<file path="config.mk">
export PLATFORM = sky130hd
export DESIGN_NAME = serial_char_rx
export DESIGN_NICKNAME = d
export VERILOG_FILES = /design/src/rtl/serial_rx_pkg.sv /design/src/rtl/serial_rx_sync.sv /design/src/rtl/serial_rx_sampler.sv /design/src/rtl/serial_rx_frame.sv /design/src/rtl/serial_char_rx.sv
export SDC_FILE = /design/constraint.sdc
export NUM_CORES = 1
export LEC_CHECK = 0
export CAP_MARGIN = 20
export CORE_ASPECT_RATIO = 0.5
export CORE_MARGIN = 5
export CORE_UTILIZATION = 50
export CTS_CLUSTER_DIAMETER = 50
export DETAILED_ROUTE_END_ITERATION = 12
export PLACE_DENSITY = 0.8
export SLEW_MARGIN = 20
export SYNTH_ARGS = -nofsm -noshare
export SYNTH_HDL_FRONTEND = slang
export SYNTH_SLANG_ARGS = --single-unit
</file>
<file path="constraint.sdc">
create_clock -name clk -period 1.9 [get_ports clk]
set_input_delay 0.38 -clock clk [delete_from_list [all_inputs] [get_ports clk]]
set_output_delay 0.38 -clock clk [all_outputs]
set_load 0.03 [all_outputs]
</file>
<file path="src/rtl/serial_rx_pkg.sv">
package serial_rx_pkg;

  typedef enum logic [2:0] {
    ST_IDLE  = 3'd0,
    ST_DATA  = 3'd1,
    ST_PAR   = 3'd2,
    ST_STOP1 = 3'd3,
    ST_STOP2 = 3'd4
  } rx_state_t;

  localparam logic [2:0] PAR_NONE = 3'd0;
  localparam logic [2:0] PAR_EVEN = 3'd1;
  localparam logic [2:0] PAR_ODD  = 3'd2;
  localparam logic [2:0] PAR_ZERO = 3'd3;
  localparam logic [2:0] PAR_ONE  = 3'd4;

  function automatic logic parity_used(input logic [2:0] m);
    return (m == PAR_EVEN) || (m == PAR_ODD) || (m == PAR_ZERO) || (m == PAR_ONE);
  endfunction

endpackage

</file>
<file path="src/rtl/serial_rx_sync.sv">
module serial_rx_sync #(
  parameter int WIDTH = 2,
  parameter logic [WIDTH-1:0] RST_VAL = '0
) (
  input  logic             clk,
  input  logic             rst_n,
  input  logic [WIDTH-1:0] d,
  output logic [WIDTH-1:0] q
);
  for (genvar i = 0; i < WIDTH; i++) begin : g_bit
    logic meta, stab;
    always_ff @(posedge clk or negedge rst_n) begin
      if (!rst_n) begin
        meta <= RST_VAL[i];
        stab <= RST_VAL[i];
      end else begin
        meta <= d[i];
        stab <= meta;
      end
    end
    assign q[i] = stab;
  end
endmodule

</file>
<file path="src/rtl/serial_rx_sampler.sv">
module serial_rx_sampler #(
  parameter int OVS       = 16,
  parameter int START_MIN = 8,
  parameter int FIRST_OFS = 24
) (
  input  logic clk,
  input  logic rst_n,
  input  logic mode_sync,
  input  logic tick,
  input  logic line_s,
  input  logic bclk_s,
  input  logic busy,
  output logic start_acc,
  output logic bit_stb,
  output logic bit_val
);
  localparam int LOAD  = FIRST_OFS - START_MIN + 1;
  localparam int TMAX  = (LOAD > OVS) ? LOAD : OVS;
  localparam int CNT_W = $clog2(TMAX + 1);
  localparam int LOW_W = $clog2(START_MIN);

  logic             bclk_q;
  logic             bclk_rise;
  logic [LOW_W-1:0] low_run;
  logic [CNT_W-1:0] mid_timer;
  logic             async_start, sync_start, async_stb, sync_stb;

  assign bclk_rise = bclk_s & ~bclk_q;

  always_comb begin
    async_start = !mode_sync && !busy && tick && !line_s &&
                  (low_run == LOW_W'(START_MIN - 1));
    sync_start  = mode_sync && !busy && bclk_rise && !line_s;
    async_stb   = !mode_sync && busy && tick && (mid_timer == CNT_W'(1));
    sync_stb    = mode_sync && busy && bclk_rise;
  end

  assign start_acc = async_start | sync_start;
  assign bit_stb   = async_stb | sync_stb;
  assign bit_val   = line_s;

  always_ff @(posedge clk or negedge rst_n) begin
    if (!rst_n) begin
      bclk_q    <= 1'b0;
      low_run   <= '0;
      mid_timer <= '0;
    end else begin
      bclk_q <= bclk_s;
      if (busy || mode_sync) begin
        low_run <= '0;
      end else if (tick) begin
        if (line_s || async_start) low_run <= '0;
        else                       low_run <= low_run + 1'b1;
      end
      if (async_start) begin
        mid_timer <= CNT_W'(LOAD);
      end else if (!mode_sync && busy && tick) begin
        if (mid_timer == CNT_W'(1)) mid_timer <= CNT_W'(OVS);
        else                        mid_timer <= mid_timer - 1'b1;
      end
    end
  end

  AST_START_ON_LOW: assert property (@(posedge clk) disable iff (!rst_n)
    start_acc |-> !line_s);
  AST_ASYNC_NEEDS_TICK: assert property (@(posedge clk) disable iff (!rst_n)
    (!mode_sync && !tick) |-> !(start_acc || bit_stb));
  AST_SYNC_ON_EDGE: assert property (@(posedge clk) disable iff (!rst_n)
    (mode_sync && (start_acc || bit_stb)) |-> $rose(bclk_s));
endmodule

</file>
<file path="src/rtl/serial_rx_frame.sv">
module serial_rx_frame
  import serial_rx_pkg::*;
#(
  parameter int MAX_BITS = 8,
  parameter int MIN_BITS = 5,
  parameter int LEN_W    = 2
) (
  input  logic                clk,
  input  logic                rst_n,
  input  logic                start_acc,
  input  logic                bit_stb,
  input  logic                bit_val,
  input  logic [LEN_W-1:0]    len_sel,
  input  logic [2:0]          par_mode,
  input  logic                two_stop,
  output logic                busy,
  output logic [MAX_BITS-1:0] rx_data,
  output logic                rx_valid,
  output logic                parity_err,
  output logic                frame_err
);
  localparam int BC_W = $clog2(MAX_BITS);
  localparam int SPAN = MAX_BITS - MIN_BITS;

  function automatic logic [BC_W-1:0] last_index(input logic [LEN_W-1:0] sel);
    return BC_W'(MIN_BITS - 1) + BC_W'(sel);
  endfunction

  function automatic logic [MAX_BITS-1:0] right_align(input logic [MAX_BITS-1:0] sh,
                                                      input logic [LEN_W-1:0] sel);
    return sh >> (SPAN - int'(sel));
  endfunction

  function automatic logic parity_expect(input logic [MAX_BITS-1:0] d,
                                         input logic [2:0] m);
    case (m)
      PAR_EVEN: return ^d;
      PAR_ODD:  return ~^d;
      PAR_ONE:  return 1'b1;
      default:  return 1'b0;
    endcase
  endfunction

  rx_state_t           state;
  logic [BC_W-1:0]     bit_idx;
  logic [MAX_BITS-1:0] shreg;
  logic                par_bit, stop_bad;
  logic                frame_done, done_ferr;
  logic [MAX_BITS-1:0] data_now;

  assign busy     = (state != ST_IDLE);
  assign data_now = right_align(shreg, len_sel);

  always_comb begin
    frame_done = 1'b0;
    done_ferr  = 1'b0;
    if (bit_stb) begin
      if (state == ST_STOP1 && !two_stop) begin
        frame_done = 1'b1;
        done_ferr  = !bit_val;
      end else if (state == ST_STOP2) begin
        frame_done = 1'b1;
        done_ferr  = stop_bad | !bit_val;
      end
    end
  end

  always_ff @(posedge clk or negedge rst_n) begin
    if (!rst_n) begin
      state      <= ST_IDLE;
      bit_idx    <= '0;
      shreg      <= '0;
      par_bit    <= 1'b0;
      stop_bad   <= 1'b0;
      rx_data    <= '0;
      rx_valid   <= 1'b0;
      parity_err <= 1'b0;
      frame_err  <= 1'b0;
    end else begin
      rx_valid <= frame_done;
      if (frame_done) begin
        rx_data    <= data_now;
        frame_err  <= done_ferr;
        parity_err <= parity_used(par_mode) &&
                      (par_bit != parity_expect(data_now, par_mode));
      end
      case (state)
        ST_IDLE: if (start_acc) begin
          state    <= ST_DATA;
          bit_idx  <= '0;
          stop_bad <= 1'b0;
        end
        ST_DATA: if (bit_stb) begin
          shreg <= {bit_val, shreg[MAX_BITS-1:1]};
          if (bit_idx == last_index(len_sel))
            state <= parity_used(par_mode) ? ST_PAR : ST_STOP1;
          else
            bit_idx <= bit_idx + 1'b1;
        end
        ST_PAR: if (bit_stb) begin
          par_bit <= bit_val;
          state   <= ST_STOP1;
        end
        ST_STOP1: if (bit_stb) begin
          if (two_stop) begin
            stop_bad <= !bit_val;
            state    <= ST_STOP2;
          end else begin
            state <= ST_IDLE;
          end
        end
        ST_STOP2: if (bit_stb) state <= ST_IDLE;
        default: state <= ST_IDLE;
      endcase
    end
  end

  AST_VALID_ONE_CLOCK: assert property (@(posedge clk) disable iff (!rst_n)
    rx_valid |=> !rx_valid);
  AST_RESULT_HELD: assert property (@(posedge clk) disable iff (!rst_n)
    !rx_valid |-> ($stable(rx_data) && $stable(frame_err) && $stable(parity_err)));
  AST_VALID_AFTER_STOP: assert property (@(posedge clk) disable iff (!rst_n)
    rx_valid |-> $past(bit_stb));
  AST_START_WHEN_IDLE: assert property (@(posedge clk) disable iff (!rst_n)
    start_acc |-> (state == ST_IDLE));
endmodule

</file>
<file path="src/rtl/serial_char_rx.sv">
module serial_char_rx #(
  parameter int MAX_BITS  = 8,
  parameter int MIN_BITS  = 5,
  parameter int OVS       = 16,
  parameter int START_MIN = 8,
  parameter int FIRST_OFS = 24,
  localparam int LEN_W    = $clog2(MAX_BITS - MIN_BITS + 1)
) (
  input  logic                clk,
  input  logic                rst_n,
  input  logic                mode_sync,
  input  logic                tick16,
  input  logic                bclk,
  input  logic                rx_line,
  input  logic [LEN_W-1:0]    len_sel,
  input  logic [2:0]          par_mode,
  input  logic                two_stop,
  output logic [MAX_BITS-1:0] rx_data,
  output logic                rx_valid,
  output logic                parity_err,
  output logic                frame_err
);
  logic [1:0] raw_in, sync_out;
  logic       line_s, bclk_s;
  logic       start_acc, bit_stb, bit_val, busy;

  assign raw_in = {bclk, rx_line};
  assign line_s = sync_out[0];
  assign bclk_s = sync_out[1];

  serial_rx_sync #(.WIDTH(2), .RST_VAL(2'b01)) u_sync (
    .clk(clk), .rst_n(rst_n), .d(raw_in), .q(sync_out)
  );

  serial_rx_sampler #(.OVS(OVS), .START_MIN(START_MIN), .FIRST_OFS(FIRST_OFS)) u_smp (
    .clk(clk), .rst_n(rst_n), .mode_sync(mode_sync), .tick(tick16),
    .line_s(line_s), .bclk_s(bclk_s), .busy(busy),
    .start_acc(start_acc), .bit_stb(bit_stb), .bit_val(bit_val)
  );

  serial_rx_frame #(.MAX_BITS(MAX_BITS), .MIN_BITS(MIN_BITS), .LEN_W(LEN_W)) u_frm (
    .clk(clk), .rst_n(rst_n), .start_acc(start_acc), .bit_stb(bit_stb),
    .bit_val(bit_val), .len_sel(len_sel), .par_mode(par_mode), .two_stop(two_stop),
    .busy(busy), .rx_data(rx_data), .rx_valid(rx_valid),
    .parity_err(parity_err), .frame_err(frame_err)
  );

  AST_IDLE_AFTER_RESET: assert property (@(posedge clk) disable iff (!rst_n)
    $rose(rst_n) |-> !rx_valid);
endmodule

</file>
* After elaboration in Yosys (flattened, before gate mapping) *
Cells that the tools add are included.

cells by class
  add/subtract/negate cells = 5
  equality and inequality tests = 20
  shifts and indexed selects = 1
  multiplexer cells = 31
  bitwise operators = 5
  reduce and logical (&&, ||, !) cells = 36

operators by type and width
  kind                 number
  $mux 3               13
  $shr 8x32->8         1
  $mux 5               3
  $pmux 3 s5           1
  $logic_and 1x1->1    14
  $ne 2x2->1 const B   7
  $eq 3x2->1 const B   4
  $mux 1               11
  $eq 3x3->1 const B   3
  $reduce_and 4->1     2
  $reduce_bool 2->1    4
  $reduce_xnor 8->1    1
  $reduce_xor 8->1     1
  $add 3x1->3 const B  2
  $eq 3x1->1 const B   2
  $pmux 3 s2           1
  $reduce_and 6->1     1
  $eq 5x1->1 const B   1
  $logic_or 1x1->1     5
  $sub 5x1->5 const B  1
  $logic_not 1->1      4
  $reduce_and 2->1     2
  $add 3x2->3 const A  1
  $eq 3x3->1           1
  10 further kinds     12

word-level totals
  bits in registers = 40
  bits of input ports = 12
  word-level logic and storage cells = 114

* Longest topological paths before layout *
  word-level depth = 10
  depth in mapped cells = 9
  gate-level depth less buffers = 8

* Modules after synthesis *
A second synthesis with hierarchy kept.

second synthesis, totals
  cell total of the unflattened synthesis = 203
  area, all modules = 2,148.3 µm²

by module, submodules not included
  module             times used  cells an instance  area an instance (µm²)  seq. area each (µm²)
  serial_rx_frame    1           149                1,490.2                 675.6
  serial_rx_sampler  1           48                 540.5                   225.2
  serial_rx_sync     1           6                  117.6                   102.6

* Worst setup path after synthesis *
OpenSTA, ideal clock, no wires.

  path type = register to register
  start = register u_smp.mid_timer[1]
  end = register u_frm.par_bit
  arrival time = 1.947 ns
  setup slack = -0.172 ns
  cell stages (with the launch flop) = 8
  path buffers = 0
  period minus slack after synthesis = 2.072 ns
  cells stage by stage = dfrtp_1 inv_1 ha_1 or4b_4 o21ai_4 nand2_1 nor4b_2 mux2_2

between the ends
  longest elaborated chain between the ends = 4

ends and longest elaborated chain
  item                        line                     text
  start, declared             serial_rx_sampler.sv:25  logic [CNT_W-1:0] mid_timer;
  start signal, assigned      serial_rx_sampler.sv:56  mid_timer <= CNT_W'(LOAD);
  start signal, assigned      serial_rx_sampler.sv:58  if (mid_timer == CNT_W'(1)) mid_timer <= CNT_W'(OVS);
  start signal, assigned      serial_rx_sampler.sv:59  else mid_timer <= mid_timer - 1'b1;
  $eq 5x1->1                  serial_rx_sampler.sv:34  async_stb = !mode_sync && busy && tick && (mid_timer == CNT_W'(1));
  $logic_and 1x1->1           serial_rx_sampler.sv:34
  $or 1x1->1                  serial_rx_sampler.sv:39  assign bit_stb = async_stb | sync_stb;
  $reduce_and 2->1 (no line)  -
  end signal, assigned        serial_rx_frame.sv:101   par_bit <= bit_val;
  end, declared               serial_rx_frame.sv:47    logic par_bit, stop_bad;

Every way passes these cells.
A chain may end at the register's enable or synchronous reset.

* Worst setup path in the final report *
Ends and elaborated chain as after synthesis.

==> load_flow_metrics.sql <==
INSERT INTO impl_metrics (metric_group, metric, value, unit) VALUES
('routing', 'detailed_route_iter0_violations', '55', ''),
('global_route', 'maximum_number_of_pins_on_one_net_before_global_route_repair', '19', ''),
('sta', 'fin_worst_skew', '0.00627', 'ns'),
('cts', 'clkSlewWorstSetupHoldPaths', '0.08', 'ns'),
('routing', 'via_count', '1766', ''),
('sta', 'timing.final.ws_setup', '-0.131', 'ns'),
('placed_design', 'gpl.final_weighted_congestion', '0.865', ''),
('logic_synthesis', 'post_synth.cell_area_avg', '10.2', 'sq um'),
('sta', 'timing.slew.headroom', '48.2', '%'),
('sta', 'hold_ws', '0.0203', 'ns'),
('status', 'result_of_the_run', 'complete, but fails checks', ''),
('sta', 'final_min_period_over_clock_period', '107', '%'),
('logic_synthesis', 'post_synth_num_cell_types', '43', ''),
('cts', 'tritoncts', 'built', ''),
('critical_path', 'regToRegStartpoint', 'u_smp.mid_timer[1]', ''),
('critical_path', 'critical_path_arrival', '2.21', 'ns'),
('placed_design', 'port_bufs', '22', ''),
('sta', 'max_freq', '0.492', 'GHz'),
('critical_path', 'path_cells', 'inv_2, ha_4, or4b_4, o21ai_4, nand2_2, nor4b_4, mux2_4', ''),
('floorplan', 'top_level_ports', '23', ''),
('cts', 'cts-buffers-inserted', '5', ''),
('cts', 'htreeDepth', '2', ''),
('cts', 'worstSkewPairLatency', '0.29', 'ns'),
('logic_synthesis', 'post_synthesis_instance_area', '2130', 'sq um'),
('routing', 'dr.pass1.iters', '4', ''),
('floorplan', 'die_area', '5750', 'sq um'),
('power_and_ir_drop', 'vdd_ir_drop_max', '468', 'uV'),
('finish', 'fillerInstances', '298', ''),
('global_route', 'via_count_of_the_first_global_routing_pass', '1798', ''),
('global_route', 'grt_overflow', '0', ''),
('floorplan', 'core', '4000', 'sq um'),
('logic_synthesis', 'async_reset_ff_share', '100', '%'),
('routing', 'postRouteAntennaNets', '0', ''),
('global_route', 'antenna_found_initial', '0', ''),
('sta', 'final_period_minus_worst_setup_slack', '2.03', 'ns'),
('cts', 'clock_path_buffers', '2', ''),
('cts', 'cts_hold_buf', '0', ''),
('logic_synthesis', 'synth_nets', '226', ''),
('routing', 'detail_route.wl_per_cell', '14.9', 'um'),
('global_route', 'globalRouteTotalUtil', '17.2', '%'),
('floorplan', 'floorplan.initialDensity', '53.3', '%'),
('critical_path', 'critPathBufInv', '1', ''),
('cts', 'cts_root_buffer', 'clkbuf_8', ''),
('run', 'cap_violations', '0', ''),
('critical_path', 'crit_required', '2.08', 'ns'),
('hold_path', 'min-delay-path-class', 'in2async', ''),
('routing', 'post-route-drc-count', '0', ''),
('critical_path', 'critical-path-max-stage-delay', '0.48', 'ns'),
('critical_path', 'reg2regPathDepth', '7', ''),
('logic_synthesis', 'yosysTopAreaCellShare', '44.6', '%'),
('status', 'failed_checks', 'negative setup slack', ''),
('sta', 'final-setup-viol-count', '19', ''),
('logic_synthesis', 'post-synth-top-count-cell', 'dfrtp_1', ''),
('power_and_ir_drop', 'power.density_cell_area', '1050', 'nW/um^2'),
('logic_synthesis', 'synthTopCellsByArea', 'dfrtp_1 45%, o21ai_0 5.4%, nand2_1 4.9%', ''),
('finish', 'finish.net_count', '281', ''),
('critical_path', 'crit_path_end_kind', 'register', ''),
('floorplan', 'chipHeight', '56.2', 'um'),
('critical_path', 'worst-setup-path-type', 'reg2reg', ''),
('power_and_ir_drop', 'leakage', '1.29', 'nW'),
('sta', 'hold_violations', '0', ''),
('logic_synthesis', 'synth.yosys.warnings', '0', ''),
('critical_path', 'startpoint_type', 'register', ''),
('sta', 'timing_worst_slew_pin_value', '0.766', 'ns'),
('global_route', 'grt_pass1_wl', '7890', 'um'),
('critical_path', 'critical-path-slowest-cell', 'or4b_4', ''),
('floorplan', 'rows', '16', ''),
('routing', 'vias_per_cell', '5.54', ''),
('placed_design', 'dp_hpwl', '3300', 'um'),
('placed_design', 'place_area', '2610', 'sq um'),
('logic_synthesis', 'synth.largest_area_cell', 'dfrtp_1', '');
-- per-stage QoR --
step,instances,TNS [ns],util [%]
2_1_floorplan,209,-1.27,-
3_3_place_gp,308,-2.97,65.1
3_5_place_dp,308,-3.91,65.1
4_1_cts,318,-1.37,69.6
5_1_grt,319,-2.83,71.0
6_report,319,-1.20,71.0
-- final cells by class --
| type | instances | area [sq um] | area share (%) |
|---|---|---|---|
| multi-input cells | 154 | 1160 | 40.8 |
| flip-flops and latches | 40 | 1010 | 35.4 |
| repair buffers | 55 | 468 | 16.5 |
| clock buffers | 5 | 68.8 | 2.42 |
| well taps | 54 | 67.6 | 2.38 |
| clock inverters | 3 | 42.5 | 1.50 |
| inverters | 8 | 30.0 | 1.06 |
-- worst max-delay path by stage --
stage	startpoint	endpoint	cells after the start
floorplan	u_smp.mid_timer[1]	u_frm.par_bit	7
global placement	len_sel[1]	u_frm.parity_err	7
detailed placement	len_sel[1]	u_frm.parity_err	7
CTS	u_smp.mid_timer[1]	u_frm.par_bit	7
global route	u_smp.mid_timer[1]	u_frm.par_bit	7
finish	u_smp.mid_timer[1]	u_frm.par_bit	7
-- cell usage in the layout, fill, tap and decap left out, drive strengths merged, types with 2 or more instances in the layout --
| cell | Yosys | routed |
|---|---|---|
| dfrtp | 38 | 38 |
| buf | 4 | 34 |
| nand2 | 28 | 28 |
| o21ai | 24 | 24 |
| clkdlybuf4s50 | 0 | 19 |
| nor2 | 12 | 12 |
| mux2 | 12 | 12 |
| a21oi | 10 | 10 |
| inv | 8 | 8 |
| mux2i | 7 | 7 |
| xnor2 | 7 | 7 |
| nor3 | 6 | 6 |
| clkbuf | 4 | 6 |
| ha | 5 | 5 |
| nand3 | 3 | 3 |
| o31ai | 3 | 3 |
| nand2b | 2 | 3 |
| nor3b | 3 | 3 |
| nor4 | 3 | 3 |
| nand3b | 2 | 2 |
| or3b | 2 | 2 |
| xor2 | 2 | 2 |
| a31oi | 2 | 2 |
| and3 | 2 | 2 |
| nand4b | 2 | 2 |
| a211oi | 2 | 2 |
| a22o | 2 | 2 |
| dfstp | 2 | 2 |
| nor4b | 2 | 2 |
-- timing repair --
item,in CTS,in global routing
gates cloned,1,0
setup endpoints to repair,22,23
setup buffers,1,2
pin swaps,5,9
resized for setup,21,15
-- cell families after synthesis --
kind of cell	after synthesis	share of synthesized area, %
xor+xnor	10	4.75
buf+inv	16	3.34
fa+ha+maj	5	2.93
compound gates	46	12.9
simple gates	73	18.4
flops	40	47.1
mux	19	10.7
-- power breakdown --
part | internal (mW) | switching [mW] | leakage (nW) | total (mW)
clock | 0.389 | 0.298 | 0.0541 | 0.687
sequential | 0.998 | 0.145 | 0.516 | 1.14
combinational | 0.604 | 0.554 | 0.722 | 1.16
total | 1.99 | 0.998 | 1.29 | 2.99
-- registers in the layout (all words and copies together), names as in the netlist --
| signal | flops |
|---|---|
| u_frm.bit_idx | 3 |
| u_frm.frame_err | 1 |
| u_frm.par_bit | 1 |
| u_frm.parity_err | 1 |
| u_frm.rx_data | 8 |
| u_frm.rx_valid | 1 |
| u_frm.shreg | 8 |
| u_frm.state | 3 |
| u_frm.stop_bad | 1 |
| u_smp.bclk_q | 1 |
| u_smp.low_run | 3 |
| u_smp.mid_timer | 5 |
| u_sync.g_bit.meta | 2 |
| u_sync.g_bit.stab | 2 |
-- layer usage --
metal	wire (um)	track usage, %	up-vias
li1	-	-	858
met1	2040	21.2	855
met2	2400	29.5	42
met3	214	4.13	11
met4	88	5.61	0
met5	0	0	-
Power figures use the tool's default switching activity.
